### config.mk
export PLATFORM = sky130hd
export DESIGN_NAME = txring_engine
export DESIGN_NICKNAME = d
export VERILOG_FILES = /design/src/rtl/txr_pkg.sv /design/src/rtl/txr_rst_sync.sv /design/src/rtl/txr_tail_ptr.sv /design/src/rtl/txr_seq.sv /design/src/rtl/txr_notify.sv /design/src/rtl/txring_engine.sv
export SDC_FILE = /design/constraint.sdc
export NUM_CORES = 1
export LEC_CHECK = 0
export ABC_AREA = 1
export BUFFER_PORTS_ARGS = -buffer_cell sky130_fd_sc_hd__buf_2
export CORE_UTILIZATION = 49
export DETAILED_ROUTE_END_ITERATION = 7
export PLACE_DENSITY = 0.78
export RECOVER_POWER = 50
export SLEW_MARGIN = 15
export SYNTH_ARGS = -nofsm -noshare
export SYNTH_HDL_FRONTEND = slang
export SYNTH_SLANG_ARGS = --single-unit
### constraint.sdc
create_clock -name clk -period 4.35 [get_ports clk]
set_clock_uncertainty 0.15 [all_clocks]
set_input_delay 0.6525 -clock clk [delete_from_list [all_inputs] [get_ports clk]]
set_output_delay 0.6525 -clock clk [all_outputs]
set_load 0.01 [all_outputs]
### src/rtl/txr_pkg.sv
package txr_pkg;
  localparam int WORD_W      = 32;
  localparam int SLOT_SHIFT  = 2;   // four words per descriptor
  localparam int CTRL_OFS    = 2;   // control word position within a slot
  localparam int LEN_W       = 12;
  localparam int CODE_W      = 4;
  localparam int EOF_LSB     = 12;
  localparam int SOF_LSB     = 16;
  localparam int BIT_ISOCH   = 20;
  localparam int BIT_DONE    = 21;
  localparam int BIT_POSTED  = 22;
  localparam int BIT_IRQ     = 23;

  typedef enum logic [2:0] {
    SQ_IDLE = 3'd0,
    SQ_RD0  = 3'd1,
    SQ_RD1  = 3'd2,
    SQ_RD2  = 3'd3,
    SQ_CAP  = 3'd4,
    SQ_REQ  = 3'd5,
    SQ_WB   = 3'd6
  } sq_state_t;
endpackage

### src/rtl/txr_rst_sync.sv
module txr_rst_sync (
  input  logic clk,
  input  logic rst_n,
  output logic rst_sync_n
);
  logic [1:0] stage_q;

  always_ff @(posedge clk or negedge rst_n) begin
    if (!rst_n) stage_q <= 2'b00;
    else        stage_q <= {stage_q[0], 1'b1};
  end

  assign rst_sync_n = stage_q[1];
endmodule

### src/rtl/txr_tail_ptr.sv
module txr_tail_ptr #(
  parameter int IDX_W = 8
) (
  input  logic             clk,
  input  logic             rst_n,
  input  logic             step,
  input  logic [IDX_W-1:0] count,
  output logic [IDX_W-1:0] tail
);
  logic [IDX_W-1:0] tail_q, tail_d;
  logic [IDX_W:0]   inc;
  logic             wrap;

  always_comb begin
    inc    = {1'b0, tail_q} + 1'b1;
    wrap   = (inc >= {1'b0, count});
    tail_d = wrap ? '0 : inc[IDX_W-1:0];
  end

  always_ff @(posedge clk or negedge rst_n) begin
    if (!rst_n)    tail_q <= '0;
    else if (step) tail_q <= tail_d;
  end

  assign tail = tail_q;
endmodule

### src/rtl/txr_seq.sv
module txr_seq
  import txr_pkg::*;
#(
  parameter int ADDR_W = 16,
  parameter int IDX_W  = 8
) (
  input  logic              clk,
  input  logic              rst_n,
  input  logic              enable,
  input  logic [ADDR_W-1:0] base,
  input  logic [IDX_W-1:0]  count,
  input  logic [IDX_W-1:0]  head,
  input  logic [IDX_W-1:0]  tail,
  output logic              mem_req,
  output logic              mem_we,
  output logic [ADDR_W-1:0] mem_addr,
  output logic [WORD_W-1:0] mem_wdata,
  input  logic [WORD_W-1:0] mem_rdata,
  output logic              frm_valid,
  output logic [2*WORD_W-1:0] frm_addr,
  output logic [LEN_W-1:0]  frm_len,
  output logic [CODE_W-1:0] frm_eof,
  output logic [CODE_W-1:0] frm_sof,
  output logic              frm_isoch,
  input  logic              frm_done,
  output logic              wb_fire,
  output logic              desc_irq,
  output logic              desc_unposted,
  output logic              busy
);
  sq_state_t        state_q, state_d;
  logic [WORD_W-1:0] w0_q, w1_q, w2_q;
  logic             w0_en, w1_en, w2_en;
  logic             start;
  logic [ADDR_W-1:0] slot_addr;
  logic [ADDR_W-1:0] word_ofs;

  assign start = enable && (head != tail) && (count != '0);

  always_comb begin
    state_d = state_q;
    unique case (state_q)
      SQ_IDLE: if (start) state_d = SQ_RD0;
      SQ_RD0:  state_d = SQ_RD1;
      SQ_RD1:  state_d = SQ_RD2;
      SQ_RD2:  state_d = SQ_CAP;
      SQ_CAP:  state_d = SQ_REQ;
      SQ_REQ:  if (frm_done) state_d = SQ_WB;
      SQ_WB:   state_d = SQ_IDLE;
      default: state_d = SQ_IDLE;
    endcase
  end

  always_ff @(posedge clk or negedge rst_n) begin
    if (!rst_n) state_q <= SQ_IDLE;
    else        state_q <= state_d;
  end

  // read data lags the request by one cycle
  assign w0_en = (state_q == SQ_RD1);
  assign w1_en = (state_q == SQ_RD2);
  assign w2_en = (state_q == SQ_CAP);

  always_ff @(posedge clk or negedge rst_n) begin
    if (!rst_n) begin
      w0_q <= '0;
      w1_q <= '0;
      w2_q <= '0;
    end else begin
      if (w0_en) w0_q <= mem_rdata;
      if (w1_en) w1_q <= mem_rdata;
      if (w2_en) w2_q <= mem_rdata;
    end
  end

  always_comb begin
    unique case (state_q)
      SQ_RD1:        word_ofs = ADDR_W'(1);
      SQ_RD2, SQ_WB: word_ofs = ADDR_W'(CTRL_OFS);
      default:       word_ofs = '0;
    endcase
  end

  assign slot_addr = base + (ADDR_W'(tail) << SLOT_SHIFT);
  assign mem_addr  = slot_addr + word_ofs;
  assign mem_req   = (state_q == SQ_RD0) || (state_q == SQ_RD1) ||
                     (state_q == SQ_RD2) || (state_q == SQ_WB);
  assign mem_we    = (state_q == SQ_WB);
  assign mem_wdata = w2_q | (WORD_W'(1) << BIT_DONE);

  assign frm_valid = (state_q == SQ_REQ);
  assign frm_addr  = {w1_q, w0_q};
  assign frm_len   = w2_q[LEN_W-1:0];
  assign frm_eof   = w2_q[EOF_LSB +: CODE_W];
  assign frm_sof   = w2_q[SOF_LSB +: CODE_W];
  assign frm_isoch = w2_q[BIT_ISOCH];

  assign wb_fire       = (state_q == SQ_WB);
  assign desc_irq      = w2_q[BIT_IRQ];
  assign desc_unposted = !w2_q[BIT_POSTED];
  assign busy          = (state_q != SQ_IDLE);
endmodule

### src/rtl/txr_notify.sv
module txr_notify (
  input  logic clk,
  input  logic rst_n,
  input  logic wb_fire,
  input  logic desc_irq,
  input  logic desc_unposted,
  output logic irq,
  output logic err_unposted
);
  logic irq_q, irq_d;
  logic err_q, err_d;

  always_comb begin
    irq_d = wb_fire && desc_irq;
    err_d = err_q || (wb_fire && desc_unposted);
  end

  always_ff @(posedge clk or negedge rst_n) begin
    if (!rst_n) begin
      irq_q <= 1'b0;
      err_q <= 1'b0;
    end else begin
      irq_q <= irq_d;
      err_q <= err_d;
    end
  end

  assign irq          = irq_q;
  assign err_unposted = err_q;
endmodule

### src/rtl/txring_engine.sv
module txring_engine
  import txr_pkg::*;
#(
  parameter int ADDR_W = 16,
  parameter int IDX_W  = 8
) (
  input  logic              clk,
  input  logic              rst_n,
  input  logic              cfg_enable,
  input  logic [ADDR_W-1:0] cfg_base,
  input  logic [IDX_W-1:0]  cfg_count,
  input  logic [IDX_W-1:0]  cfg_head,
  output logic [IDX_W-1:0]  ring_tail,
  output logic              mem_req,
  output logic              mem_we,
  output logic [ADDR_W-1:0] mem_addr,
  output logic [31:0]       mem_wdata,
  input  logic [31:0]       mem_rdata,
  output logic              frm_valid,
  output logic [63:0]       frm_addr,
  output logic [11:0]       frm_len,
  output logic [3:0]        frm_eof,
  output logic [3:0]        frm_sof,
  output logic              frm_isoch,
  input  logic              frm_done,
  output logic              irq,
  output logic              err_unposted
);
  logic rst_int_n;
  logic wb_fire, desc_irq, desc_unposted, seq_busy;

  txr_rst_sync u_rst (
    .clk        (clk),
    .rst_n      (rst_n),
    .rst_sync_n (rst_int_n)
  );

  txr_tail_ptr #(.IDX_W(IDX_W)) u_tail (
    .clk   (clk),
    .rst_n (rst_int_n),
    .step  (wb_fire),
    .count (cfg_count),
    .tail  (ring_tail)
  );

  txr_seq #(.ADDR_W(ADDR_W), .IDX_W(IDX_W)) u_seq (
    .clk           (clk),
    .rst_n         (rst_int_n),
    .enable        (cfg_enable),
    .base          (cfg_base),
    .count         (cfg_count),
    .head          (cfg_head),
    .tail          (ring_tail),
    .mem_req       (mem_req),
    .mem_we        (mem_we),
    .mem_addr      (mem_addr),
    .mem_wdata     (mem_wdata),
    .mem_rdata     (mem_rdata),
    .frm_valid     (frm_valid),
    .frm_addr      (frm_addr),
    .frm_len       (frm_len),
    .frm_eof       (frm_eof),
    .frm_sof       (frm_sof),
    .frm_isoch     (frm_isoch),
    .frm_done      (frm_done),
    .wb_fire       (wb_fire),
    .desc_irq      (desc_irq),
    .desc_unposted (desc_unposted),
    .busy          (seq_busy)
  );

  txr_notify u_notify (
    .clk           (clk),
    .rst_n         (rst_int_n),
    .wb_fire       (wb_fire),
    .desc_irq      (desc_irq),
    .desc_unposted (desc_unposted),
    .irq           (irq),
    .err_unposted  (err_unposted)
  );
endmodule

## Word level (Yosys, flattened, before mapping)

Cells that the tools add are included.

- Add/subtract/negate cells: 3
- $lt $le $gt $ge: 1
- Equal/unequal tests: 9
- Mux-type cells: 5
- Reduce and logical (&&, ||, !) cells: 13

Operators by type and width:

| operator | count |
|---|---|
| 3-bit case mux with 6 select lines | 1 |
| 16-bit by 10-bit adder with 16-bit output | 1 |
| 16-bit by 2-bit adder with 16-bit output | 1 |
| 8-bit by 1-bit adder with 9-bit output, second input constant | 1 |
| 3-bit equality test, second input constant | 3 |
| 9-bit by 8-bit >= comparator with 1-bit output | 1 |
| 8-bit two-way mux | 1 |
| 8-bit != test | 1 |
| 8-bit nonzero test | 1 |
| 3-bit by 2-bit equality test with 1-bit output, second input constant | 2 |
| 3-bit two-way mux | 2 |
| 1-bit logical AND | 4 |
| 1-bit logical OR | 4 |
| 2-bit by 1-bit != test with 1-bit output, second input constant | 2 |
| 2-bit case mux with 2 select lines | 1 |
| 3-bit by 1-bit equality test with 1-bit output, second input constant | 1 |
| 3-bit logical NOT | 1 |
| 2-bit AND reduction | 1 |
| 2-bit OR reduction | 1 |
| 1-bit logical NOT | 1 |

- Bits in registers: 111
- Input port bits: 68
- Output and inout port bits: 146
- Word-level logic and storage cells: 39

## Depth between registers and ports, before layout

- Depth after elaboration: 5
- Gate-level depth with buffers: 16
- Gate-level depth less buffers: 14

## By module

A second synthesis with hierarchy kept.

- Cell total of the unflattened synthesis: 665
- Area total of the unflattened synthesis: 5592.9 µm²

By module, submodules not included:

| module | times used | cells each | area an instance (µm²) | sequential area each (µm²) |
|---|---|---|---|---|
| txr_seq | 1 | 551 | 4748.3 | 2452.4 |
| txr_tail_ptr | 1 | 104 | 721.9 | 200.2 |
| txr_notify | 1 | 7 | 68.8 | 50.0 |
| txr_rst_sync | 1 | 3 | 53.8 | 50.0 |

## Least setup slack after synthesis

OpenSTA, ideal clock, no wires.

- Path kind: flip-flop to output port
- Start point: register u_seq.state_q[2]
- End point: output port mem_addr[14]
- Arrival: 2.071 ns
- Setup slack: 1.476 ns
- Cell stages (with the launch flop): 16
- Path buffers: 2
- Cell sequence: dfrtp_1 -> buf_4 -> nand2_1 -> nor2_1 -> inv_2 -> buf_2 -> nand2_1 -> fa_1 -> nand3_1 -> nand2_1 -> nand3_1 -> nand2_1 -> nand3b_1 -> nand2_1 -> nand2_1 -> nand2_1

- Word-level cells in the longest chain between the ends: 4
- Elaborated cells on any way between the ends: 6
- Those cells by class: add/sub (1); eq/ne (3); mux (1); reduce/logical (1)

Ends and longest elaborated chain:

| what | RTL line | source |
|---|---|---|
| start: declaration | txr_seq.sv:31 | `sq_state_t state_q, state_d;` |
| start signal: assignment | txr_seq.sv:56 | `else state_q <= state_d;` |
| 3-bit equality test | n/a |  |
| net mem_we | txring_engine.sv:15 | `output logic mem_we,` |
| 2-bit OR reduction | txr_seq.sv:77 | `unique case (state_q)` |
| 2-bit case mux with 2 select lines | txr_seq.sv:77 |  |
| 16-bit by 2-bit adder with 16-bit output | txr_seq.sv:85 | `assign mem_addr = slot_addr + word_ofs;` |
| end: declaration | txring_engine.sv:16 | `output logic [ADDR_W-1:0] mem_addr,` |

The timed path passes the listed nets, and every way through them passes these cells.

## Final worst setup path

- Start point: register u_seq.state_q[2]
- End point: output port mem_addr[14]

- Word-level cells in the longest chain between the ends: 4
- Elaborated cells on any way between the ends: 6
- Those cells by class: add/sub (1); eq/ne (3); mux (1); reduce/logical (1)

Ends and longest elaborated chain:

| what | RTL line |
|---|---|
| 3-bit by 2-bit equality test with 1-bit output / 3-bit equality test (equally long branches) | txr_seq.sv:77 |
| 2-bit OR reduction | txr_seq.sv:77 |
| 2-bit case mux with 2 select lines * | txr_seq.sv:77 |
| 16-bit by 2-bit adder with 16-bit output * | txr_seq.sv:85 |

Mark *: on every way between the ends. The rest lies on a longest branch, timed or not.

==> results.yml <==
sta:
  finalSetupViolations: 0
  fin_crit_ns: 3.58
  worst_slew_pin_slew_ns: 2.31
  clock.fmax_mhz: 279
  hold_viol_final: 0
  period_share_pct: 82.3
  slew_viol_final: 63
  setup_tns_ns: 0
  rsz0062_at_grt: "no"
  relSlewSlack_pct: -54.1
yosys:
  synth_top_family_by_area: "simple AND/OR/NAND/NOR gates"
  synth_cell_types: 31
  syn-instance-count: 650
  ys_seq_area_share_pct: 50.1
  synth_compound_area_share_pct: 12.1
  syn-cell-area_sq_mm: 0.00550
  synth_edf_count: 0
  synth_ff_type: "dfrtp_1"
  syn-mean-instance-area_sq_um: 8.46
  yosysTopAreaCellShare_pct: 50.1
  synthTopCellsByArea: "dfrtp_1 (50%), nand2_1 (13%), o21ai_0 (6.4%), inv_1 (5.1%), ha_1 (4.3%)"
  synth-xor-area-share_pct: 2.39
  synth_warnings: 0
  synthSimpleGateAreaFrac_pct: 19.4
  synthMuxAreaShare_pct: 0
  yosysTopAreaCell: "dfrtp_1"
  synthArstFlopShare_pct: 100
  synth_fa_ha_area_share_pct: 4.69
  synth_seq_cells: 110
grt:
  track_usage_pct: 22.3
  grt_antenna_before_repair: 0
  use_met1_pct: 27.8
  gr-usage-met3_pct: 6.15
  grt_pass1_wl_um: 20500
  busiest_layer: "met2"
  grt_max_degree: 85
  grt_pass1_vias: 4384
  grt_use_met2_pct: 37.9
  overflow: 0
flow_run:
  max_cap_viol_count: 1
cts:
  cts.sinks: 110
  postCtsSetupRepairBufs: 0
  cts_tree: "done"
  cts-buffers-inserted: 9
  insertion_delay_ns: 0.36
  clk_pin_slew_worst_paths_ns: 0.11
  clk_path_buf_depth: 2
  htree_levels: 3
  clockRootBuffer: "clkbuf_8"
pwr:
  power_density_mw_per_mm2: 735
  p_leak_uw: 0.00379
  ir_drop_mv: 0.351
floorplan:
  io_pins: 214
  rows: 38
  fp.dieW_um: 108
  coreArea_sq_mm: 0.0109
  start_util_pct: 50.5
  dieArea_sq_mm: 0.0117
  fp.dieH_um: 108
setup_path:
  setup.worst_path.start_class: "flip-flop"
  cp_max_fo: 19
  worst_ep_required_time_ns: 3.55
  critPathCaptureType: "primary output"
  path_class: "reg2out"
  crit_slowest_cell: "dfrtp_1"
  critPathMaxStageDelay_ns: 0.48
  r2r-start: "u_seq.state_q[0]$_DFFE_PN0P_"
  rrSetupSlack_ns: 1.42
  r2r-end: "u_seq.w2_q[25]$_DFFE_PN0N_"
  crit_top_cell: "nand2_1"
  r2r_cells: 4
  crit_chain: "nand2_1 -> nor2_1 -> inv_1 -> nand2_1 -> fa_1 -> nand3_1 -> nand2_1 -> nand3_1 -> nand2_1 -> nand3b_1 -> nand2_1 -> nand2_1 -> nand2_1 -> buf_2"
  cp.arrival_ns: 2.78
finish:
  final_cell_mix: "nand2_1 (196), buf_2 (189), dfrtp_1 (110)"
  area_delta_synth_final_pct: 20.6
  antenna_cells: 0
  nets: 921
  fillers: 1036
  final_layout_size_suffix_gt1_share_pct: 27.6
  final_core_util_pct: 60.9
  layout_commonest_cell: "nand2_1"
  final_cells: 978
place:
  port-buffer-count: 212
  placed_cells: 960
  place_congestion: 0.891
  place_hpwl_um: 9280
outcome:
  violations: "max-capacitance violations, max-slew violations"
  status: "finished with violations"
routing:
  routed_wl_um: 12600
  drt_iter0_drc: 214
  ant_nets: 0
  routedWlPerCell_um: 12.9
  drc: 0
  firstDrtPassIters: 4
  num_vias: 4724
  avgViaCountPerCell: 4.83
hold_path:
  whs_path_depth: 0
  hold_path_class: "reg2reg"
  hp-start: "u_rst.stage_q[0]$_DFF_PN0_"
  holdPathEnd: "u_rst.stage_q[1]$_DFF_PN0_"
[cells in the mapped netlist, types with 2 or more instances]
| cell type | instances |
|---|---|
| nor2_2 | 2 |
| nor2_1 | 27 |
| nand3_1 | 28 |
| nand2_1 | 196 |
| nand3b_1 | 3 |
| xnor2_1 | 4 |
| o21ai_1 | 8 |
| nand4_1 | 3 |
| ha_1 | 19 |
| o21ai_0 | 70 |
| o21ai_2 | 22 |
| buf_6 | 6 |
| inv_2 | 5 |
| xor2_1 | 11 |
| buf_4 | 24 |
| buf_2 | 10 |
| inv_1 | 75 |
| nor3_1 | 2 |
| a21oi_1 | 9 |
| dfrtp_1 | 110 |
| clkbuf_1 | 6 |
[cell type report]
class	count	area [sq um]	share of cell area, %
Sequential cell	110	2750	41.5
Multi-Input combinational cell	414	2110	31.8
Timing Repair Buffer	218	1090	16.5
Inverter	80	300	4.53
Tap cell	140	175	2.64
Clock buffer	9	124	1.87
Clock inverter	7	75.1	1.13
[state kept, by name, summed over array words and instances, names as in the netlist]
| register | cells |
|---|---|
| u_seq.w2_q | 31 |
| u_seq.w0_q | 32 |
| u_rst.stage_q | 2 |
| u_seq.w1_q | 32 |
| u_seq.state_q | 3 |
| u_tail.tail | 8 |
| u_notify.err_unposted | 1 |
| u_notify.irq | 1 |
[report_power, final]
group | internal, uW | switching [uW] | leakage (uW) | total, uW
registers | 1510 | 379 | 0.00135 | 1890
logic | 943 | 1440 | 0.00233 | 2380
clock network | 227 | 379 | 0.000102 | 606
[per-stage QoR]
stage / hold WS, ns / total power [uW] / cell area (sq um) / setup slack (ns)
2_1_floorplan: 0.181 / 3530 / 5500 / 0.909
3_3_place_gp: 0.184 / 4280 / 6460 / 1.37
3_5_place_dp: 0.185 / 4370 / 6460 / 1.34
4_1_cts: 0.213 / 4980 / 6670 / 0.923
5_1_grt: 0.222 / 5340 / 6630 / 0.437
6_report: 0.214 / 4880 / 6630 / 0.768
[worst max-delay path by stage]
stage	start	endpoint	slack [ns]	cells after the start
floorplan	u_rst.stage_q[1]$_DFF_PN0_	u_notify.err_unposted$_DFF_PN0_	0.91	0
global placement	u_seq.state_q[2]$_DFFE_PN0P_	mem_addr[14]	1.37	14
detailed placement	u_seq.state_q[2]$_DFFE_PN0P_	mem_addr[14]	1.34	14
CTS	u_seq.state_q[2]$_DFFE_PN0P_	mem_addr[14]	0.92	14
global route	u_seq.state_q[2]$_DFFE_PN0P_	mem_addr[13]	0.44	15
finish	u_seq.state_q[2]$_DFFE_PN0P_	mem_addr[14]	0.77	14
[cells by family (layout without fill, tap and decap cells)]
| kind of cell | Yosys count | in the layout |
|---|---|---|
| AOI/OAI and AO/OA | 113 | 113 |
| adders and majority gates | 20 | 20 |
| other | 1 | 2 |
| DFF | 110 | 110 |
| and+or+nand+nor | 264 | 264 |
| buffers and inverters | 127 | 314 |
| xor gates and xnor gates | 15 | 15 |
[routing by layer]
metal	routed length (um)	up-vias
met1	5630	2173
met4	229	0
li1	-	2383
met2	5920	149
met3	813	19
met5	0	-
[worst max-delay path, delay by kind of cell, from the launching register on]
family	cells	cell delay (ns)
adder cells (fa/ha/maj)	1	0.48
buffers and inverters	2	0.52
flip-flops	1	0.48
AND/OR/NAND/NOR	11	0.97
[timing repair]
item	4_1_cts	5_1_grt
hold buffers	1	0
gates resized for setup	0	0
hold endpoints to repair	2	0
Note: power is estimated with default switching activity, not from simulation.
